<file path="config.mk">
export PLATFORM = sky130hd
export DESIGN_NAME = sg_chain_ctrl
export DESIGN_NICKNAME = d
export VERILOG_FILES = /design/src/rtl/sg_chain_pkg.sv /design/src/rtl/sg_desc_buf.sv /design/src/rtl/sg_chan_regs.sv /design/src/rtl/sg_fetch_fsm.sv /design/src/rtl/sg_chain_ctrl.sv
export SDC_FILE = /design/constraint.sdc
export NUM_CORES = 1
export LEC_CHECK = 0
export BUFFER_PORTS_ARGS = -buffer_cell sky130_fd_sc_hd__buf_2
export CAP_MARGIN = 20
export CORE_ASPECT_RATIO = 0.9
export CORE_UTILIZATION = 40
export CTS_BUF_LIST = sky130_fd_sc_hd__clkbuf_16
export DETAILED_ROUTE_END_ITERATION = 7
export HOLD_SLACK_MARGIN = 0.05
export MAX_ROUTING_LAYER = met4
export PLACE_DENSITY = 0.57
export SLEW_MARGIN = 40
export SYNTH_ARGS = -nofsm -noshare
export SYNTH_HDL_FRONTEND = slang
export SYNTH_HIERARCHICAL = 1
export SYNTH_SLANG_ARGS = --single-unit
</file>
<file path="constraint.sdc">
create_clock -name clk -period 5.69 [get_ports clk]
set_clock_uncertainty 0.2 [all_clocks]
set_input_delay 1.138 -clock clk [delete_from_list [all_inputs] [get_ports clk]]
set_output_delay 1.138 -clock clk [all_outputs]
set_load 0.01 [all_outputs]
</file>
<file path="src/rtl/sg_chain_pkg.sv">
package sg_chain_pkg;

  typedef enum logic [2:0] {
    ST_IDLE  = 3'd0,
    ST_START = 3'd1,
    ST_RUN   = 3'd2,
    ST_FETCH = 3'd3,
    ST_LOAD  = 3'd4
  } sg_state_t;

  // register select codes used by software writes
  localparam logic [2:0] SEL_SRC = 3'd0;
  localparam logic [2:0] SEL_DST = 3'd1;
  localparam logic [2:0] SEL_NXT = 3'd2;
  localparam logic [2:0] SEL_CTL = 3'd3;
  localparam logic [2:0] SEL_CFG = 3'd4;

endpackage

</file>
<file path="src/rtl/sg_desc_buf.sv">
module sg_desc_buf #(
  parameter int DATA_W = 32,
  parameter int WORDS  = 4,
  localparam int IDX_W = $clog2(WORDS)
) (
  input  logic                    clk,
  input  logic                    rst_n,
  input  logic                    cap_en,
  input  logic [IDX_W-1:0]        cap_idx,
  input  logic [DATA_W-1:0]       cap_data,
  output logic [WORDS*DATA_W-1:0] words
);

  // one holding register per descriptor word, each with its own enable
  for (genvar g = 0; g < WORDS; g++) begin : g_word
    logic [DATA_W-1:0] hold_q;
    logic              hold_en;

    assign hold_en = cap_en && (cap_idx == IDX_W'(g));

    always_ff @(posedge clk or negedge rst_n) begin
      if (!rst_n) begin
        hold_q <= '0;
      end else if (hold_en) begin
        hold_q <= cap_data;
      end
    end

    assign words[g*DATA_W +: DATA_W] = hold_q;
  end

endmodule

</file>
<file path="src/rtl/sg_chan_regs.sv">
module sg_chan_regs #(
  parameter int DATA_W = 32,
  parameter int WORDS  = 4
) (
  input  logic                    clk,
  input  logic                    rst_n,
  input  logic                    sw_we,
  input  logic [2:0]              sw_sel,
  input  logic [DATA_W-1:0]       sw_wdata,
  input  logic                    sw_allow,
  input  logic                    load_en,
  input  logic [WORDS*DATA_W-1:0] load_words,
  output logic [WORDS*DATA_W-1:0] desc_regs,
  output logic [DATA_W-1:0]       cfg_reg
);

  import sg_chain_pkg::*;

  logic sw_ok;
  assign sw_ok = sw_we && sw_allow;

  // descriptor-backed registers: select code equals word position
  for (genvar g = 0; g < WORDS; g++) begin : g_reg
    logic [DATA_W-1:0] r_q;
    logic              sw_hit;

    assign sw_hit = sw_ok && (sw_sel == 3'(g));

    always_ff @(posedge clk or negedge rst_n) begin
      if (!rst_n) begin
        r_q <= '0;
      end else if (load_en) begin
        r_q <= load_words[g*DATA_W +: DATA_W];
      end else if (sw_hit) begin
        r_q <= sw_wdata;
      end
    end

    assign desc_regs[g*DATA_W +: DATA_W] = r_q;
  end

  // configuration: software only, never reloaded
  logic cfg_hit;
  assign cfg_hit = sw_ok && (sw_sel == SEL_CFG);

  always_ff @(posedge clk or negedge rst_n) begin
    if (!rst_n) begin
      cfg_reg <= '0;
    end else if (cfg_hit) begin
      cfg_reg <= sw_wdata;
    end
  end

endmodule

</file>
<file path="src/rtl/sg_fetch_fsm.sv">
module sg_fetch_fsm #(
  parameter int ADDR_W = 32,
  parameter int DATA_W = 32,
  parameter int WORDS  = 4,
  localparam int IDX_W = $clog2(WORDS),
  localparam int ALIGN = $clog2(DATA_W / 8)
) (
  input  logic              clk,
  input  logic              rst_n,
  input  logic              sw_go,
  input  logic              xfer_done,
  input  logic [ADDR_W-1:0] next_ptr,
  input  logic              rd_ack,
  input  logic              rd_err,
  output logic              chan_en,
  output logic              xfer_start,
  output logic              rd_req,
  output logic [ADDR_W-1:0] rd_addr,
  output logic              cap_en,
  output logic [IDX_W-1:0]  cap_idx,
  output logic              load_en,
  output logic              chain_err
);

  import sg_chain_pkg::*;

  localparam logic [IDX_W-1:0] LAST_IDX = IDX_W'(WORDS - 1);

  sg_state_t        st_q, st_n;
  logic [IDX_W-1:0] idx_q, idx_n;
  logic             err_q, err_n;
  logic             idx_en, err_en;

  always_comb begin
    st_n  = st_q;
    idx_n = idx_q;
    err_n = err_q;
    unique case (st_q)
      ST_IDLE: begin
        if (sw_go) begin
          st_n  = ST_START;
          err_n = 1'b0;
        end
      end
      ST_START: st_n = ST_RUN;
      ST_RUN: begin
        if (xfer_done) begin
          if (next_ptr == '0) begin
            st_n = ST_IDLE;
          end else begin
            st_n  = ST_FETCH;
            idx_n = '0;
          end
        end
      end
      ST_FETCH: begin
        if (rd_err) begin
          st_n  = ST_IDLE;
          err_n = 1'b1;
          idx_n = '0;
        end else if (rd_ack) begin
          if (idx_q == LAST_IDX) begin
            st_n = ST_LOAD;
          end else begin
            idx_n = idx_q + 1'b1;
          end
        end
      end
      ST_LOAD: st_n = ST_START;
      default: st_n = ST_IDLE;
    endcase
  end

  assign idx_en = (idx_n != idx_q);
  assign err_en = (err_n != err_q);

  always_ff @(posedge clk or negedge rst_n) begin
    if (!rst_n) begin
      st_q <= ST_IDLE;
    end else begin
      st_q <= st_n;
    end
  end

  always_ff @(posedge clk or negedge rst_n) begin
    if (!rst_n) begin
      idx_q <= '0;
    end else if (idx_en) begin
      idx_q <= idx_n;
    end
  end

  always_ff @(posedge clk or negedge rst_n) begin
    if (!rst_n) begin
      err_q <= 1'b0;
    end else if (err_en) begin
      err_q <= err_n;
    end
  end

  logic [ADDR_W-1:0] base_addr;
  assign base_addr = {next_ptr[ADDR_W-1:ALIGN], {ALIGN{1'b0}}};

  assign chan_en    = (st_q != ST_IDLE);
  assign xfer_start = (st_q == ST_START);
  assign rd_req     = (st_q == ST_FETCH);
  assign rd_addr    = base_addr + (ADDR_W'(idx_q) << ALIGN);
  assign cap_en     = rd_req && rd_ack && !rd_err;
  assign cap_idx    = idx_q;
  assign load_en    = (st_q == ST_LOAD);
  assign chain_err  = err_q;

endmodule

</file>
<file path="src/rtl/sg_chain_ctrl.sv">
module sg_chain_ctrl #(
  parameter int ADDR_W = 32,
  parameter int DATA_W = 32,
  parameter int WORDS  = 4
) (
  input  logic              clk,
  input  logic              rst_n,
  input  logic              sw_we,
  input  logic [2:0]        sw_sel,
  input  logic [DATA_W-1:0] sw_wdata,
  input  logic              sw_go,
  output logic              xfer_start,
  input  logic              xfer_done,
  output logic              rd_req,
  output logic [ADDR_W-1:0] rd_addr,
  input  logic              rd_ack,
  input  logic [DATA_W-1:0] rd_data,
  input  logic              rd_err,
  output logic [ADDR_W-1:0] src_addr,
  output logic [ADDR_W-1:0] dst_addr,
  output logic [ADDR_W-1:0] next_ptr,
  output logic [DATA_W-1:0] ctrl_word,
  output logic [DATA_W-1:0] cfg_word,
  output logic              chan_en,
  output logic              chain_err
);

  localparam int IDX_W = $clog2(WORDS);

  logic                    cap_en;
  logic [IDX_W-1:0]        cap_idx;
  logic                    load_en;
  logic [WORDS*DATA_W-1:0] buf_words;
  logic [WORDS*DATA_W-1:0] desc_regs;

  sg_fetch_fsm #(.ADDR_W(ADDR_W), .DATA_W(DATA_W), .WORDS(WORDS)) u_fsm (
    .clk        (clk),
    .rst_n      (rst_n),
    .sw_go      (sw_go),
    .xfer_done  (xfer_done),
    .next_ptr   (next_ptr),
    .rd_ack     (rd_ack),
    .rd_err     (rd_err),
    .chan_en    (chan_en),
    .xfer_start (xfer_start),
    .rd_req     (rd_req),
    .rd_addr    (rd_addr),
    .cap_en     (cap_en),
    .cap_idx    (cap_idx),
    .load_en    (load_en),
    .chain_err  (chain_err)
  );

  sg_desc_buf #(.DATA_W(DATA_W), .WORDS(WORDS)) u_buf (
    .clk      (clk),
    .rst_n    (rst_n),
    .cap_en   (cap_en),
    .cap_idx  (cap_idx),
    .cap_data (rd_data),
    .words    (buf_words)
  );

  sg_chan_regs #(.DATA_W(DATA_W), .WORDS(WORDS)) u_regs (
    .clk        (clk),
    .rst_n      (rst_n),
    .sw_we      (sw_we),
    .sw_sel     (sw_sel),
    .sw_wdata   (sw_wdata),
    .sw_allow   (!chan_en),
    .load_en    (load_en),
    .load_words (buf_words),
    .desc_regs  (desc_regs),
    .cfg_reg    (cfg_word)
  );

  // word order: 0 source, 1 destination, 2 next pointer, 3 control
  assign src_addr  = ADDR_W'(desc_regs[0*DATA_W +: DATA_W]);
  assign dst_addr  = ADDR_W'(desc_regs[1*DATA_W +: DATA_W]);
  assign next_ptr  = ADDR_W'(desc_regs[2*DATA_W +: DATA_W]);
  assign ctrl_word = desc_regs[3*DATA_W +: DATA_W];

endmodule

</file>
; Word-level counts from Yosys, hierarchy flattened
; Cells that the tools add are included.
[word_totals]
inputBits = 74
memories = 0
regBits = 294
latch_bits = 0
romBits = 0
ram_bits = 0
[op_classes]
n_eq_ne = 17
n_addsub = 2
mux = 24
n_bitwise = 0
n_div = 0
order_cmp = 0
shift = 0
n_reduce_logical = 24
n_mul = 0
[op_table]
columns = operator, count
row1 = $mux 32, 8
row2 = $add 32x4->32, 1
row3 = $logic_not 32->1, 1
row4 = $mux 3, 5
row5 = $pmux 3 s5, 1
row6 = $eq 3x2->1 const B, 4
row7 = $logic_and 1x1->1, 12
row8 = $mux 2, 6
row9 = $reduce_bool 2->1, 4
row10 = $eq 3x1->1 const B, 2
row11 = $eq 3x3->1 const B, 2
row12 = $logic_not 3->1, 2
row13 = $eq 2x2->1 const B, 2
row14 = $ne 2x2->1 const B, 2
row15 = $pmux 2 s2, 1
row16 = $reduce_and 4->1, 1
row17 = $ne 3x2->1 const B, 1
row18 = $ne 3x3->1 const B, 1
row19 = $reduce_bool 3->1, 1
row20 = $add 2x1->2 const B, 1
row21 = $eq 2x1->1 const B, 1
row22 = $logic_not 1->1, 2
row23 = $logic_not 2->1, 1
row24 = $mux 1, 2
row25 = 3 further kinds, 3

; Depth between registers and ports, before layout
[depth]
depth_word = 6
ltp_mapped = 8
ltp_nobuf = 7

; Hierarchy
; The synthesis kept the hierarchy.
[by_module_without_submodules]
columns = module, cells_per_inst, area_per_inst_um2, instances, seq_area_each_um2
row1 = sg_chan_regs, 825, 7913.8, 1, 4003.8
row2 = sg_desc_buf, 272, 4744.6, 1, 3203.1
row3 = sg_fetch_fsm, 135, 1034.7, 1, 150.1
row4 = sg_chain_ctrl, 1, 3.8, 1, 0.0

; Least setup slack after synthesis
; Ideal clock, no wire load.
[synth_path]
kind = register -> output
start = register u_fsm.idx_q[0] (netlist: u_fsm/cap_idx[0])
end = output port rd_addr[20]
stages_incl_launch_ff = 9
n_path_buf = 1
arrival_ns = 2.135
path_slack_ns = 2.217
path_cell_list = dfrtp_1 ha_1 inv_1 fa_1 and3b_1 buf_2 nor4b_4 nand4_1 xnor2_1
[synth_via]
elab_chain_cells = 1
[synth_rtl]
columns = item, line
row1 = start: declaration, sg_fetch_fsm.sv:30  ; logic [IDX_W-1:0] idx_q, idx_n;
row2 = start signal: assignment, sg_fetch_fsm.sv:89  ; idx_q <= idx_n;
row3 = $add 32x4->32, sg_fetch_fsm.sv:107  ; assign rd_addr = base_addr + (ADDR_W'(idx_q) << ALIGN);
row4 = end: declaration, sg_chain_ctrl.sv:15  ; output logic [ADDR_W-1:0] rd_addr,
; No other way between the ends.

; Worst setup path in the final report
; Ends and elaborated chain as after synthesis.

==> impl_results.rst <==
.. list-table::
   :header-rows: 1

   * - Metric
     - Value
   * - Outcome
     - complete, no violations
   * - Area share of the largest cell type after synthesis
     - 0.537
   * - Share of synthesized area occupied by flip-flops and latches
     - 0.537
   * - Remaining global-route overflow
     - 0
   * - Number of antenna violations at the first check in global routing
     - 2
   * - Power Total
     - 7.90 mW
   * - Post-layout minimum cycle time
     - 4400 ps
   * - Post-synth ARST share
     - 1.00
   * - Peak per-stage delay on the critical path
     - 570 ps
   * - Number of flops mapped to enable cells by yosys
     - 0
   * - Wire length of the first global-routing pass
     - 64500 microns
   * - Worst ir drop on vdd
     - 0.000214 V
   * - Maximum fanout along the worst path
     - 10
   * - Clock Latency Late Sink
     - 500 ps
   * - Total number of placement rows
     - 63
   * - Via count of the first global-routing pass
     - 10333
   * - Syn Std Cell Area
     - 0.0137 sq mm
   * - CP delay by family, top
     - simple AND/OR/NAND/NOR gates
   * - Initial drt markers
     - 770
   * - Worst max-slew margin expressed relative to the limit
     - 0.442
   * - Startpoint Class
     - flip-flop
   * - Synthesized area divided by synthesized cell count
     - 11.1 sq um
   * - Number of gates on the worst path with buffers counted
     - 8
   * - Placed cell areas
     - 0.0154 sq mm
   * - Syn. warnings
     - 6
   * - # Post-CTS Setup Buffers
     - 0
   * - Synth area leader
     - dfrtp_1
   * - Area growth from synthesis to layout
     - 19.9%
   * - Synthesized instance count
     - 1233
   * - DR DRC count
     - 0
   * - Cell with the most instances after synthesis
     - dfrtp_1
   * - Final worst path period share
     - 0.773
   * - Count of H-tree levels built during CTS
     - 2
   * - Ratio of cells with drive above 1 in the final layout
     - 0.339
   * - Number of gates resized after cts
     - 0
   * - Largest buffer count on any clock path
     - 3
   * - Starting density of the core
     - 0.411
   * - Total iterations of the first detailed-routing run
     - 4
   * - DRT antenna net count
     - 0
   * - Crit path max-delay cell type
     - dfrtp_1
   * - Ports
     - 270
   * - Clock-pin transition on the worst setup and hold timing paths
     - 60 ps
   * - Horizontal extent of the die
     - 197 microns
   * - Clock sinks
     - 294
   * - CTS Root Cell
     - clkbuf_16
   * - Post-DP HPWL
     - 27500 microns
   * - Number of port buffers
     - 267
   * - Transition time at the pin with the least slew margin
     - 838 ps
   * - Number of vias after detailed routing
     - 10716
   * - Clock tree from TritonCTS
     - built
   * - Leak Pwr
     - 7.89 nW
   * - Power density cells
     - 481 mW/mm^2
   * - Library cells used by synthesis
     - 51
   * - Synth area leaders
     - dfrtp_1 (54%), mux2_2 (13%), nor2b_1 (7.2%), a21oi_1 (7.2%), o21ai_0 (4.8%)
   * - Layout filler cell count
     - 3108
   * - Max Clk Rate
     - 227 MHz
   * - Setup repair after global routing missed its margin
     - false
   * - Nature of the critical path endpoint
     - primary output
   * - Setup-violating endpoint count in the final report
     - 0
   * - Max Cap Viol
     - 0
   * - Synth cell count leaders
     - dfrtp_1 (294), a21oi_1 (196), nor2b_1 (158)
   * - Setup TNS after final layout
     - 0 ps
   * - Yosys reg bits
     - 294
   * - Final routed wirelength across all metal layers
     - 42100 microns
   * - Total track usage
     - 0.248
   * - Worst path bufs/invs
     - 2
   * - Cells on worst reg2reg path
     - 7
   * - Class of the most critical setup path
     - reg -> out
   * - Area of the core
     - 0.0333 sq mm
   * - Die footprint
     - 0.0350 sq mm
   * - Final #Nets
     - 1534
   * - Required arrival time at the worst endpoint
     - 4350 ps
   * - Crit-path cells
     - ha_1 > inv_1 > fa_1 > and3b_1 > nor4b_4 > nand4_1 > xnor2_1 > buf_2
   * - Vertical extent of the die
     - 178 microns
   * - Number of pins exceeding their max-slew limit in the final report
     - 0
   * - Ys flop type
     - dfrtp_1
   * - Post-CTS Hold Fix Bufs
     - 0
   * - DR vias/cell
     - 5.55
   * - Routability cong.
     - 0.858
   * - Number of cells traversed by the worst hold path
     - 1
   * - Maximum number of pins on one net before global-route repair
     - 147
   * - Number of clock buffers inserted by TritonCTS
     - 35
   * - Class of the tightest hold or removal check
     - reg -> reg
   * - Total non-filler cell area in the finished layout
     - 0.0164 sq mm
   * - Data arrival, critical path
     - 3060 ps
   * - Final Hold Vio Count
     - 0
   * - Routed wirelength normalized by instance count
     - 21.8 microns
## routing by layer
layer / global-route usage / vias to the layer above / share of wire / routed length, microns
met4: 0.0497 / 0 / 0.015 / 623
met2: 0.345 / 390 / 0.44 / 18300
met5: - / - / 0 / 0
met1: 0.384 / 5420 / 0.49 / 20700
li1: - / 4863 / - / -
met3: 0.0312 / 43 / 0.060 / 2520
## cells by family (layout without fill, tap and decap cells)
| logic type | after synthesis | after routing | share of synthesized area |
|---|---|---|---|
| fa+ha+maj | 3 | 3 | 0.00329 |
| simple gates | 239 | 239 | 0.112 |
| other cells | 1 | 3 | 0.000274 |
| mux | 160 | 160 | 0.132 |
| flops | 294 | 294 | 0.537 |
| xor+xnor | 28 | 28 | 0.0179 |
| compound gates | 399 | 399 | 0.153 |
| buf+inv | 109 | 349 | 0.0443 |
## layout by cell type (no fill, tap or decap), types with 6 or more instances in the layout
cell type,instances
dfrtp_1,294
buf_2,265
a21oi_1,196
nor2b_1,158
mux2_2,156
o21ai_0,131
a31oi_1,66
clkbuf_16,35
xnor2_1,24
inv_1,17
nand3_1,13
nand4_1,10
nand2_1,9
buf_4,8
and3_1,8
nor4_1,8
buf_16,6
buf_12,6
## area by class of cell
cell class              count  area [sq um]  area share
repair buffers            286          1690       0.103
clock inverters            19           111     0.00678
well taps                 455           569      0.0347
flip-flops and latches    294          7360       0.448
diodes                      1          2.50    0.000152
clock buffers              35           876      0.0533
multi-input cells         831          5790       0.353
inverters                   9          33.8     0.00206
## through the flow
step                worst slack (ps)  hold WS [ps]   util  std cells
floorplan                       2220           259      -       1234
global placement                1930           267  0.456       1866
detailed placement              1830           277  0.463       1875
CTS                             1310           290  0.493       1929
global route                    1090           299  0.493       1930
finish                          1290           290  0.493       1930
## worst register-to-register path, stage by stage, from the launching register on
cell and delay, ps:
dfrtp_1 470, nor3_1 280, inv_1 120, inv_1 220
and4b_2 830, buf_4 550, a31oi_1 200, a21oi_1 200
## report_power, final
part	total (mW)	leakage, nW	switching (mW)	internal (mW)
combinational	2.31	3.53	1.20	1.11
sequential	3.60	3.84	0.678	2.92
clock	1.98	0.518	0.834	1.15
total	7.90	7.89	2.71	5.18
## final timing paths
path,from,to,slack [ps]
worst max-delay path,u_fsm/cap_idx[0]$_DFFE_PN0P_,rd_addr[20],1290
worst max register to register,u_fsm/st_q[1]$_DFFE_PN0P_,u_regs/g_reg[3].r_q[17]$_DFFE_PN0P_,2560
min in group asynchronous,rst_n,u_regs/g_reg[0].r_q[8]$_DFFE_PN0P_,340
worst min-delay path,u_regs/cfg_reg[17]$_DFFE_PN0P_,u_regs/cfg_reg[17]$_DFFE_PN0P_,290
worst min register to register,u_regs/cfg_reg[17]$_DFFE_PN0P_,u_regs/cfg_reg[17]$_DFFE_PN0P_,290
max in group asynchronous,rst_n,u_regs/g_reg[3].r_q[28]$_DFFE_PN0P_,3700
(Power assumes the default switching activity.)
